--- config.mk ---
export PLATFORM = sky130hd
export DESIGN_NAME = ecc4_fix_seq
export DESIGN_NICKNAME = d
export VERILOG_FILES = /design/src/rtl/ecc4_pkg.sv /design/src/rtl/ecc4_dp.sv /design/src/rtl/ecc4_ctrl.sv /design/src/rtl/ecc4_fix_seq.sv
export SDC_FILE = /design/constraint.sdc
export NUM_CORES = 1
export LEC_CHECK = 0
export BUFFER_PORTS_ARGS = -buffer_cell sky130_fd_sc_hd__buf_2
export CAP_MARGIN = 30
export CELL_PAD_IN_SITES_DETAIL_PLACEMENT = 0
export CELL_PAD_IN_SITES_GLOBAL_PLACEMENT = 1
export CORE_AREA = 4 4 112 156
export CTS_CLUSTER_DIAMETER = 150
export DETAILED_ROUTE_END_ITERATION = 10
export DIE_AREA = 0 0 116 160
export PLACE_DENSITY_LB_ADDON = 0.1
export REMOVE_ABC_BUFFERS = 1
export SYNTH_ARGS = -nofsm -noshare
export SYNTH_HDL_FRONTEND = slang
export SYNTH_HIERARCHICAL = 1
export SYNTH_SLANG_ARGS = --single-unit
--- constraint.sdc ---
create_clock -name clk -period 4.81 [get_ports clk]
set_input_delay 0.481 -clock clk [delete_from_list [all_inputs] [get_ports clk]]
set_output_delay 0.481 -clock clk [all_outputs]
set_load 0.03 [all_outputs]
--- src/rtl/ecc4_pkg.sv ---
package ecc4_pkg;

  localparam int ENG_W      = 32;
  localparam int FIELD_W    = 10;
  localparam int HALF_LSB   = 16;
  localparam int ST_LSB     = 8;
  localparam int ST_W       = 4;
  localparam int CNT_LSB    = 16;
  localparam int START_BIT  = 0;
  localparam int MAX_ERR    = 4;
  localparam int CNT_W      = $clog2(MAX_ERR + 1);
  localparam int NUM_SYN    = 4;

  typedef enum logic [3:0] {
    SEL_LOAD   = 4'd0,
    SEL_SYN0   = 4'd1,
    SEL_STATUS = 4'd5,
    SEL_EADDR1 = 4'd6,
    SEL_EADDR2 = 4'd7,
    SEL_EVAL1  = 4'd8,
    SEL_EVAL2  = 4'd9,
    SEL_CTRL   = 4'd10
  } engSel_e;

  typedef struct packed {
    logic latchBytes;
    logic clrRun;
    logic accSyn;
    logic capStatus;
    logic capAddr;
    logic capVal;
    logic errOdd;
    logic applyFix;
    logic setUncorr;
    logic sendStart;
  } ctlStrobe_t;

endpackage

--- src/rtl/ecc4_dp.sv ---
module ecc4_dp
  import ecc4_pkg::*;
#(
  parameter int NUM_VALS   = 8,
  parameter int VAL_W      = 10,
  parameter int DATA_BYTES = 512
) (
  input  logic                           clk,
  input  logic                           rst_n,
  input  ctlStrobe_t                     ctl,
  input  logic [$clog2(NUM_VALS)-1:0]    loadIdx,
  input  logic [NUM_VALS*VAL_W-1:0]      eccBytes,
  input  logic [ENG_W-1:0]               engRdata,
  output logic [ENG_W-1:0]               engWdata,
  output logic                           isErased,
  output logic                           synZero,
  output logic [ST_W-1:0]                rdState,
  output logic [CNT_W-1:0]               numErr,
  output logic                           bufFixValid,
  output logic [$clog2(DATA_BYTES)-1:0]  bufFixIdx,
  output logic [7:0]                     bufFixMask,
  output logic [CNT_W-1:0]               corrected,
  output logic                           uncorrectable
);

  localparam int ECC_BITS  = NUM_VALS * VAL_W;
  localparam int IDX_W     = $clog2(DATA_BYTES);
  localparam int ADDR_BIAS = DATA_BYTES + 7;
  localparam int CALC_W    = $clog2(ADDR_BIAS + 1) + 1;

  logic [ECC_BITS-1:0] bytesQ;
  logic [VAL_W-1:0]    vals [NUM_VALS];
  logic                synHit;
  logic [FIELD_W-1:0]  addrQ;
  logic [7:0]          valQ;
  logic [CALC_W-1:0]   diff;
  logic                inRange;
  logic                unusedRd;

  assign unusedRd = ^{engRdata[31:26], engRdata[15:12]};

  for (genvar k = 0; k < NUM_VALS; k++) begin : g_unpack
    assign vals[k] = bytesQ[k*VAL_W +: VAL_W];
  end

  assign isErased = &bytesQ;
  assign synZero  = !synHit;
  assign rdState  = engRdata[ST_LSB +: ST_W];
  assign engWdata = ctl.sendStart ? (ENG_W'(1) << START_BIT) : ENG_W'(vals[loadIdx]);

  always_ff @(posedge clk) begin
    if (!rst_n) begin
      bytesQ <= '0;
    end else if (ctl.latchBytes) begin
      bytesQ <= eccBytes;
    end
  end

  always_ff @(posedge clk) begin
    if (!rst_n || ctl.clrRun) begin
      synHit <= 1'b0;
    end else if (ctl.accSyn) begin
      synHit <= synHit | (|engRdata[FIELD_W-1:0]) | (|engRdata[HALF_LSB +: FIELD_W]);
    end
  end

  always_ff @(posedge clk) begin
    if (!rst_n) begin
      numErr <= '0;
    end else if (ctl.capStatus) begin
      numErr <= CNT_W'(engRdata[CNT_LSB +: 2]) + CNT_W'(1);
    end
  end

  always_ff @(posedge clk) begin
    if (!rst_n) begin
      addrQ <= '0;
      valQ  <= '0;
    end else begin
      if (ctl.capAddr)
        addrQ <= ctl.errOdd ? engRdata[HALF_LSB +: FIELD_W] : engRdata[FIELD_W-1:0];
      if (ctl.capVal)
        valQ <= ctl.errOdd ? engRdata[HALF_LSB +: 8] : engRdata[7:0];
    end
  end

  assign diff        = CALC_W'(ADDR_BIAS) - CALC_W'(addrQ);
  assign inRange     = !diff[CALC_W-1] && (diff < CALC_W'(DATA_BYTES));
  assign bufFixValid = ctl.applyFix && inRange;
  assign bufFixIdx   = diff[IDX_W-1:0];
  assign bufFixMask  = valQ;

  always_ff @(posedge clk) begin
    if (!rst_n || ctl.clrRun) begin
      corrected     <= '0;
      uncorrectable <= 1'b0;
    end else begin
      if (bufFixValid) corrected <= corrected + CNT_W'(1);
      if (ctl.setUncorr) uncorrectable <= 1'b1;
    end
  end

  AST_FIX_SPACED: assert property (@(posedge clk) disable iff (!rst_n)
    bufFixValid |=> !bufFixValid);
  AST_CORR_LE_COUNT: assert property (@(posedge clk) disable iff (!rst_n)
    corrected <= numErr);
  AST_UNCORR_NOFIX: assert property (@(posedge clk) disable iff (!rst_n)
    uncorrectable |-> corrected == '0);

endmodule

--- src/rtl/ecc4_ctrl.sv ---
module ecc4_ctrl
  import ecc4_pkg::*;
#(
  parameter int NUM_VALS    = 8,
  parameter int TIMEOUT_CYC = 1000
) (
  input  logic                         clk,
  input  logic                         rst_n,
  input  logic                         start,
  input  logic                         engAck,
  input  logic                         isErased,
  input  logic                         synZero,
  input  logic [ST_W-1:0]              rdState,
  input  logic [CNT_W-1:0]             numErr,
  output logic                         engReq,
  output logic                         engWe,
  output logic [3:0]                   engAddr,
  output ctlStrobe_t                   ctl,
  output logic [$clog2(NUM_VALS)-1:0]  loadIdx,
  output logic                         done
);

  localparam int LIDX_W = $clog2(NUM_VALS);
  localparam int TMR_W  = $clog2(TIMEOUT_CYC + 1);
  localparam int SYN_W  = $clog2(NUM_SYN);

  typedef enum logic [3:0] {
    S_IDLE, S_CHECK, S_LOAD, S_SYN, S_SYNCHK, S_CLR, S_START,
    S_WAIT, S_POLL, S_FLUSH, S_FADDR, S_FVAL, S_FAPPLY, S_DONE
  } state_e;

  state_e           state;
  logic [SYN_W-1:0] synIdx;
  logic [CNT_W-1:0] errIdx;
  logic [TMR_W-1:0] tmr;
  logic             rdFinal;

  assign rdFinal = rdState < ST_W'(4);

  always_ff @(posedge clk) begin
    if (!rst_n) begin
      state   <= S_IDLE;
      loadIdx <= '0;
      synIdx  <= '0;
      errIdx  <= '0;
      tmr     <= '0;
    end else begin
      case (state)
        S_IDLE:  if (start) state <= S_CHECK;
        S_CHECK: begin
          loadIdx <= LIDX_W'(NUM_VALS - 1);
          state   <= isErased ? S_DONE : S_LOAD;
        end
        S_LOAD: if (engAck) begin
          if (loadIdx == '0) begin
            synIdx <= '0;
            state  <= S_SYN;
          end else begin
            loadIdx <= loadIdx - LIDX_W'(1);
          end
        end
        S_SYN: if (engAck) begin
          if (synIdx == SYN_W'(NUM_SYN - 1)) state <= S_SYNCHK;
          else synIdx <= synIdx + SYN_W'(1);
        end
        S_SYNCHK: state <= synZero ? S_DONE : S_CLR;
        S_CLR:    if (engAck) state <= S_START;
        S_START: if (engAck) begin
          tmr   <= '0;
          state <= S_WAIT;
        end
        S_WAIT: begin
          if (tmr != TMR_W'(TIMEOUT_CYC)) tmr <= tmr + TMR_W'(1);
          if (engAck && (!rdFinal || tmr == TMR_W'(TIMEOUT_CYC))) state <= S_POLL;
        end
        S_POLL: if (engAck && rdFinal) begin
          errIdx <= '0;
          state  <= (rdState < ST_W'(2)) ? S_FLUSH : S_FADDR;
        end
        S_FLUSH: if (engAck) state <= S_DONE;
        S_FADDR: if (engAck) state <= S_FVAL;
        S_FVAL:  if (engAck) state <= S_FAPPLY;
        S_FAPPLY: begin
          if (errIdx + CNT_W'(1) == numErr) state <= S_DONE;
          else begin
            errIdx <= errIdx + CNT_W'(1);
            state  <= S_FADDR;
          end
        end
        S_DONE:  state <= S_IDLE;
        default: state <= S_IDLE;
      endcase
    end
  end

  always_comb begin
    engReq = 1'b0;
    engWe  = 1'b0;
    engAddr = SEL_STATUS;
    case (state)
      S_LOAD:  begin engReq = 1'b1; engWe = 1'b1; engAddr = SEL_LOAD; end
      S_SYN:   begin engReq = 1'b1; engAddr = 4'(SEL_SYN0) + 4'(synIdx); end
      S_CLR:   begin engReq = 1'b1; engAddr = SEL_EADDR1; end
      S_START: begin engReq = 1'b1; engWe = 1'b1; engAddr = SEL_CTRL; end
      S_WAIT, S_POLL: begin engReq = 1'b1; engAddr = SEL_STATUS; end
      S_FLUSH: begin engReq = 1'b1; engAddr = SEL_EVAL1; end
      S_FADDR: begin engReq = 1'b1; engAddr = errIdx[1] ? SEL_EADDR2 : SEL_EADDR1; end
      S_FVAL:  begin engReq = 1'b1; engAddr = errIdx[1] ? SEL_EVAL2 : SEL_EVAL1; end
      default: ;
    endcase
  end

  always_comb begin
    ctl            = '0;
    ctl.latchBytes = (state == S_IDLE) && start;
    ctl.clrRun     = (state == S_IDLE) && start;
    ctl.accSyn     = (state == S_SYN) && engAck;
    ctl.capStatus  = (state == S_POLL) && engAck && rdFinal && (rdState >= ST_W'(2));
    ctl.setUncorr  = (state == S_POLL) && engAck && (rdState == ST_W'(1));
    ctl.capAddr    = (state == S_FADDR) && engAck;
    ctl.capVal     = (state == S_FVAL) && engAck;
    ctl.errOdd     = errIdx[0];
    ctl.applyFix   = (state == S_FAPPLY);
    ctl.sendStart  = (state == S_START);
  end

  assign done = (state == S_DONE);

  AST_REQ_HOLD: assert property (@(posedge clk) disable iff (!rst_n)
    engReq && !engAck |=> engReq && $stable(engAddr) && $stable(engWe));
  AST_DONE_PULSE: assert property (@(posedge clk) disable iff (!rst_n)
    done |=> !done);
  AST_ERASED_SKIP: assert property (@(posedge clk) disable iff (!rst_n)
    (state == S_CHECK) && isErased |=> !engReq && done);
  AST_START_AFTER_CLR: assert property (@(posedge clk) disable iff (!rst_n)
    (state == S_START) |-> engWe && (engAddr == SEL_CTRL));

endmodule

--- src/rtl/ecc4_fix_seq.sv ---
module ecc4_fix_seq
  import ecc4_pkg::*;
#(
  parameter int NUM_VALS    = 8,
  parameter int VAL_W       = 10,
  parameter int DATA_BYTES  = 512,
  parameter int TIMEOUT_CYC = 1000
) (
  input  logic                           clk,
  input  logic                           rst_n,
  input  logic                           start,
  input  logic [NUM_VALS*VAL_W-1:0]      eccBytes,
  output logic                           engReq,
  output logic                           engWe,
  output logic [3:0]                     engAddr,
  output logic [31:0]                    engWdata,
  input  logic                           engAck,
  input  logic [31:0]                    engRdata,
  output logic                           bufFixValid,
  output logic [$clog2(DATA_BYTES)-1:0]  bufFixIdx,
  output logic [7:0]                     bufFixMask,
  output logic                           done,
  output logic [2:0]                     corrected,
  output logic                           uncorrectable
);

  ctlStrobe_t                    ctl;
  logic [$clog2(NUM_VALS)-1:0]   loadIdx;
  logic                          isErased;
  logic                          synZero;
  logic [ST_W-1:0]               rdState;
  logic [CNT_W-1:0]              numErr;

  ecc4_ctrl #(.NUM_VALS(NUM_VALS), .TIMEOUT_CYC(TIMEOUT_CYC)) u_ctrl (
    .clk(clk), .rst_n(rst_n), .start(start), .engAck(engAck),
    .isErased(isErased), .synZero(synZero), .rdState(rdState), .numErr(numErr),
    .engReq(engReq), .engWe(engWe), .engAddr(engAddr), .ctl(ctl),
    .loadIdx(loadIdx), .done(done)
  );

  ecc4_dp #(.NUM_VALS(NUM_VALS), .VAL_W(VAL_W), .DATA_BYTES(DATA_BYTES)) u_dp (
    .clk(clk), .rst_n(rst_n), .ctl(ctl), .loadIdx(loadIdx), .eccBytes(eccBytes),
    .engRdata(engRdata), .engWdata(engWdata), .isErased(isErased), .synZero(synZero),
    .rdState(rdState), .numErr(numErr), .bufFixValid(bufFixValid),
    .bufFixIdx(bufFixIdx), .bufFixMask(bufFixMask), .corrected(corrected),
    .uncorrectable(uncorrectable)
  );

endmodule

==> results.toml <==
[run_status]
status = "completed"

[clock_network]
cts_root_buffer = "clkbuf_16"
h-tree-depth = 4
numCtsBuffers = 17
cts.sinks = 128
post_cts_buffers = 0
clock_path_buffers = 2
cts_resized = 0
cts_tree = "built"
hold_buffers = 0
insertion_delay_ns = 0.42
clkTransAtPathRegs_ns = 0.06

[synth]
syn-cell-area_um2 = 6950
synth_flop_cell = "dfxtp_1"
synth-edff-count = 0
ys_warn_count = 6
avgSynthCellArea_um2 = 9.80
ys_seq_elements = 128
ys_seq_area_share_pct = 36.9
synthArstFlopShare_pct = 0
synth_cell_types = 62
synthCells = 709

[routing]
ant_nets = 0
wl_mm = 18.6
drtIter0Drc = 290
routedWlPerCell_um = 17.8
drc = 0
vias_per_cell = 5.25
dr.pass1.iters = 4
vias = 5486

[layout]
fill_cells = 1549
diodes = 0
syn_to_final_growth_pct = 18.6
nNetsFinal = 958
layout.cells.non_filler = 1044
layout-drive-gt1-share_pct = 25.3

[setup_path]
cp.required_ns = 4.33
timing.reg2reg.setup_slack_ns = 2.20
crit_type = "reg -> out"
r2r_end = "u_dp/bytesQ[19]$_SDFFE_PN0P_"
worstPathArrival_ns = 2.70
reg2reg_depth = 5
r2r_start = "u_ctrl/state[2]$_SDFFE_PN0P_"
end_kind = "output pin"
cp-startpoint = "u_ctrl/loadIdx[0]$_SDFFE_PN0P_"
cp_max_fo = 14
cp-start-kind = "flop"

[floorplanning]
row_count = 55
start_util_pct = 43.2
dieWidth_um = 116
ios = 177
die_height_um = 160
fp.coreArea_um2 = 16100
die_area_um2 = 18600

[power_and_ir_drop]
p_per_area_nw_per_um2 = 491
ir_drop_mv = 0.210
p_leak_nw = 3.41

[sta]
setup_violations = 0
rsz0062_at_grt = "false"
max_freq_mhz = 314
tightest_slew_ns = 0.947
relSlewSlack_pct = 36.9
final.setup.tns_ns = 0
skew_ns = 0.00897
fin_crit_sh_pct = 66.2
maxSlewViolCount = 0
fin_crit_ns = 3.18
hold_viol = 0

[grt]
antenna_found_initial = 0
grt.total_usage_pct = 20.1
grt_pass1_vias = 5577
overflow = 0
grt_max_degree = 58
grt_pass1_wl_mm = 29.0

[placed_design]
gp_congestion = 0.773
post-dp-hpwl_mm = 14.1
dp_cells = 1011
port_buffers = 144

[hold_path]
min_from = "eccBytes[11]"
min_path_cells = 3
hold_path.class = "in -> reg"
hold_path_end = "u_dp/bytesQ[11]$_SDFFE_PN0P_"

[flow_run]
cap_violations = 0
## metrics by stage
| step | hold WS, ns | instance area (um^2) | util, % | power (mW) | setup WS [ns] |
|---|---|---|---|---|---|
| after floorplan | 0.432 | 6600 | - | 2.45 | 0.580 |
| after global placement | 0.451 | 7610 | 47.3 | 2.76 | 1.96 |
| after detailed placement | 0.461 | 7630 | 47.4 | 2.80 | 2.00 |
| after CTS | 0.294 | 8220 | 51.0 | 4.08 | 1.55 |
| after global routing | 0.308 | 8240 | 51.2 | 4.28 | 1.42 |
| final | 0.315 | 8240 | 51.2 | 4.05 | 1.63 |
## flip-flops by register name, indices dropped and copies added, names as in the netlist
name,count
u_dp/corrected,3
u_dp/addrQ,10
u_ctrl/loadIdx,3
u_dp/numErr,3
u_dp/bufFixMask,8
u_ctrl/tmr,10
u_ctrl/errIdx,3
u_ctrl/state,4
u_ctrl/synIdx,2
u_dp/uncorrectable,1
u_dp/bytesQ,80
u_dp/synHit,1
## routing by layer
| metal | track usage (%) | share of wire [%] |
|---|---|---|
| met1 | 23.3 | 40 |
| met2 | 35.9 | 54 |
| met3 | 4.09 | 4.3 |
| met4 | 7.18 | 1.7 |
| met5 | 0 | 0 |
## worst max-delay path by stage
| stage | slack (ns) | end | cells after the start |
|---|---|---|---|
| 6_report | 1.63 | engWdata[3] | 5 |
| 3_5_place_dp | 2.00 | engWdata[6] | 5 |
| 2_1_floorplan | 0.58 | u_dp/corrected[0]$_SDFFE_PP0P_ | 6 |
| 3_3_place_gp | 1.96 | engWdata[6] | 5 |
| 5_1_grt | 1.42 | engWdata[5] | 5 |
| 4_1_cts | 1.55 | engWdata[6] | 5 |
## worst max-delay path, stage by stage (launching register included)
cell	delay (ns)
dfxtp_1	0.85
buf_4	0.36
mux4_1	0.67
mux2i_1	0.17
nor2_1	0.06
buf_2	0.18
## logic make-up after synthesis
group / share of synthesized area, %
DFF: 36.9
other: 0.0540
AOI/OAI and AO/OA: 8.59
and+or+nand+nor: 21.1
buffers and inverters: 7.27
adders and majority gates: 1.80
muxes: 22.3
xor gates and xnor gates: 2.11
## where the power goes
part | internal, mW | switching, mW
logic | 0.595 | 0.731
registers | 1.22 | 0.240
clock network | 0.766 | 0.498
## Yosys cell counts (7+ instances only)
| master | count | share of area [%] |
|---|---|---|
| dfxtp_1 | 128 | 37 |
| mux2i_1 | 105 | 15 |
| nor2b_1 | 89 | 8.0 |
| nor2_1 | 47 | 2.5 |
| nand2_1 | 40 | 2.2 |
| buf_4 | 32 | 3.5 |
| nand4_1 | 26 | 2.3 |
| clkbuf_1 | 20 | 1.1 |
| o211a_1 | 20 | 2.9 |
| a21oi_1 | 19 | 1.4 |
| inv_1 | 18 | 0.97 |
| o21ai_0 | 15 | 1.1 |
| buf_2 | 14 | 1.0 |
| mux4_2 | 11 | 3.6 |
| ha_1 | 10 | 1.8 |
| mux4_1 | 9 | 3.4 |
| nand2b_1 | 9 | 0.81 |
| nand3_1 | 9 | 0.65 |
| nor4_1 | 9 | 0.81 |
| nor3_1 | 8 | 0.58 |
| xnor2_1 | 7 | 0.88 |
| xor2_1 | 7 | 0.88 |
## layout make-up
class	count	area, um^2	area share, %
inverters	19	71.3	0.865
clock inverters	15	160	1.94
well taps	199	249	3.02
multi-input cells	513	3970	48.1
clock buffers	17	425	5.16
flip-flops and latches	128	2560	31.1
repair buffers	153	808	9.81
## layout by cell type (no fill, tap or decap), drive strengths merged, types with 10 or more instances in the layout
master | netlist | final
buf | 49 | 153
dfxtp | 128 | 128
mux2i | 105 | 105
nor2b | 89 | 89
nor2 | 47 | 47
nand2 | 41 | 41
nand4 | 26 | 26
conb | 1 | 22
inv | 18 | 21
o211a | 20 | 20
mux4 | 20 | 20
a21oi | 19 | 19
clkbuf | 21 | 17
o21ai | 15 | 15
nor4 | 11 | 11
nor3 | 11 | 11
ha | 10 | 10
(Power assumes the default switching activity.)
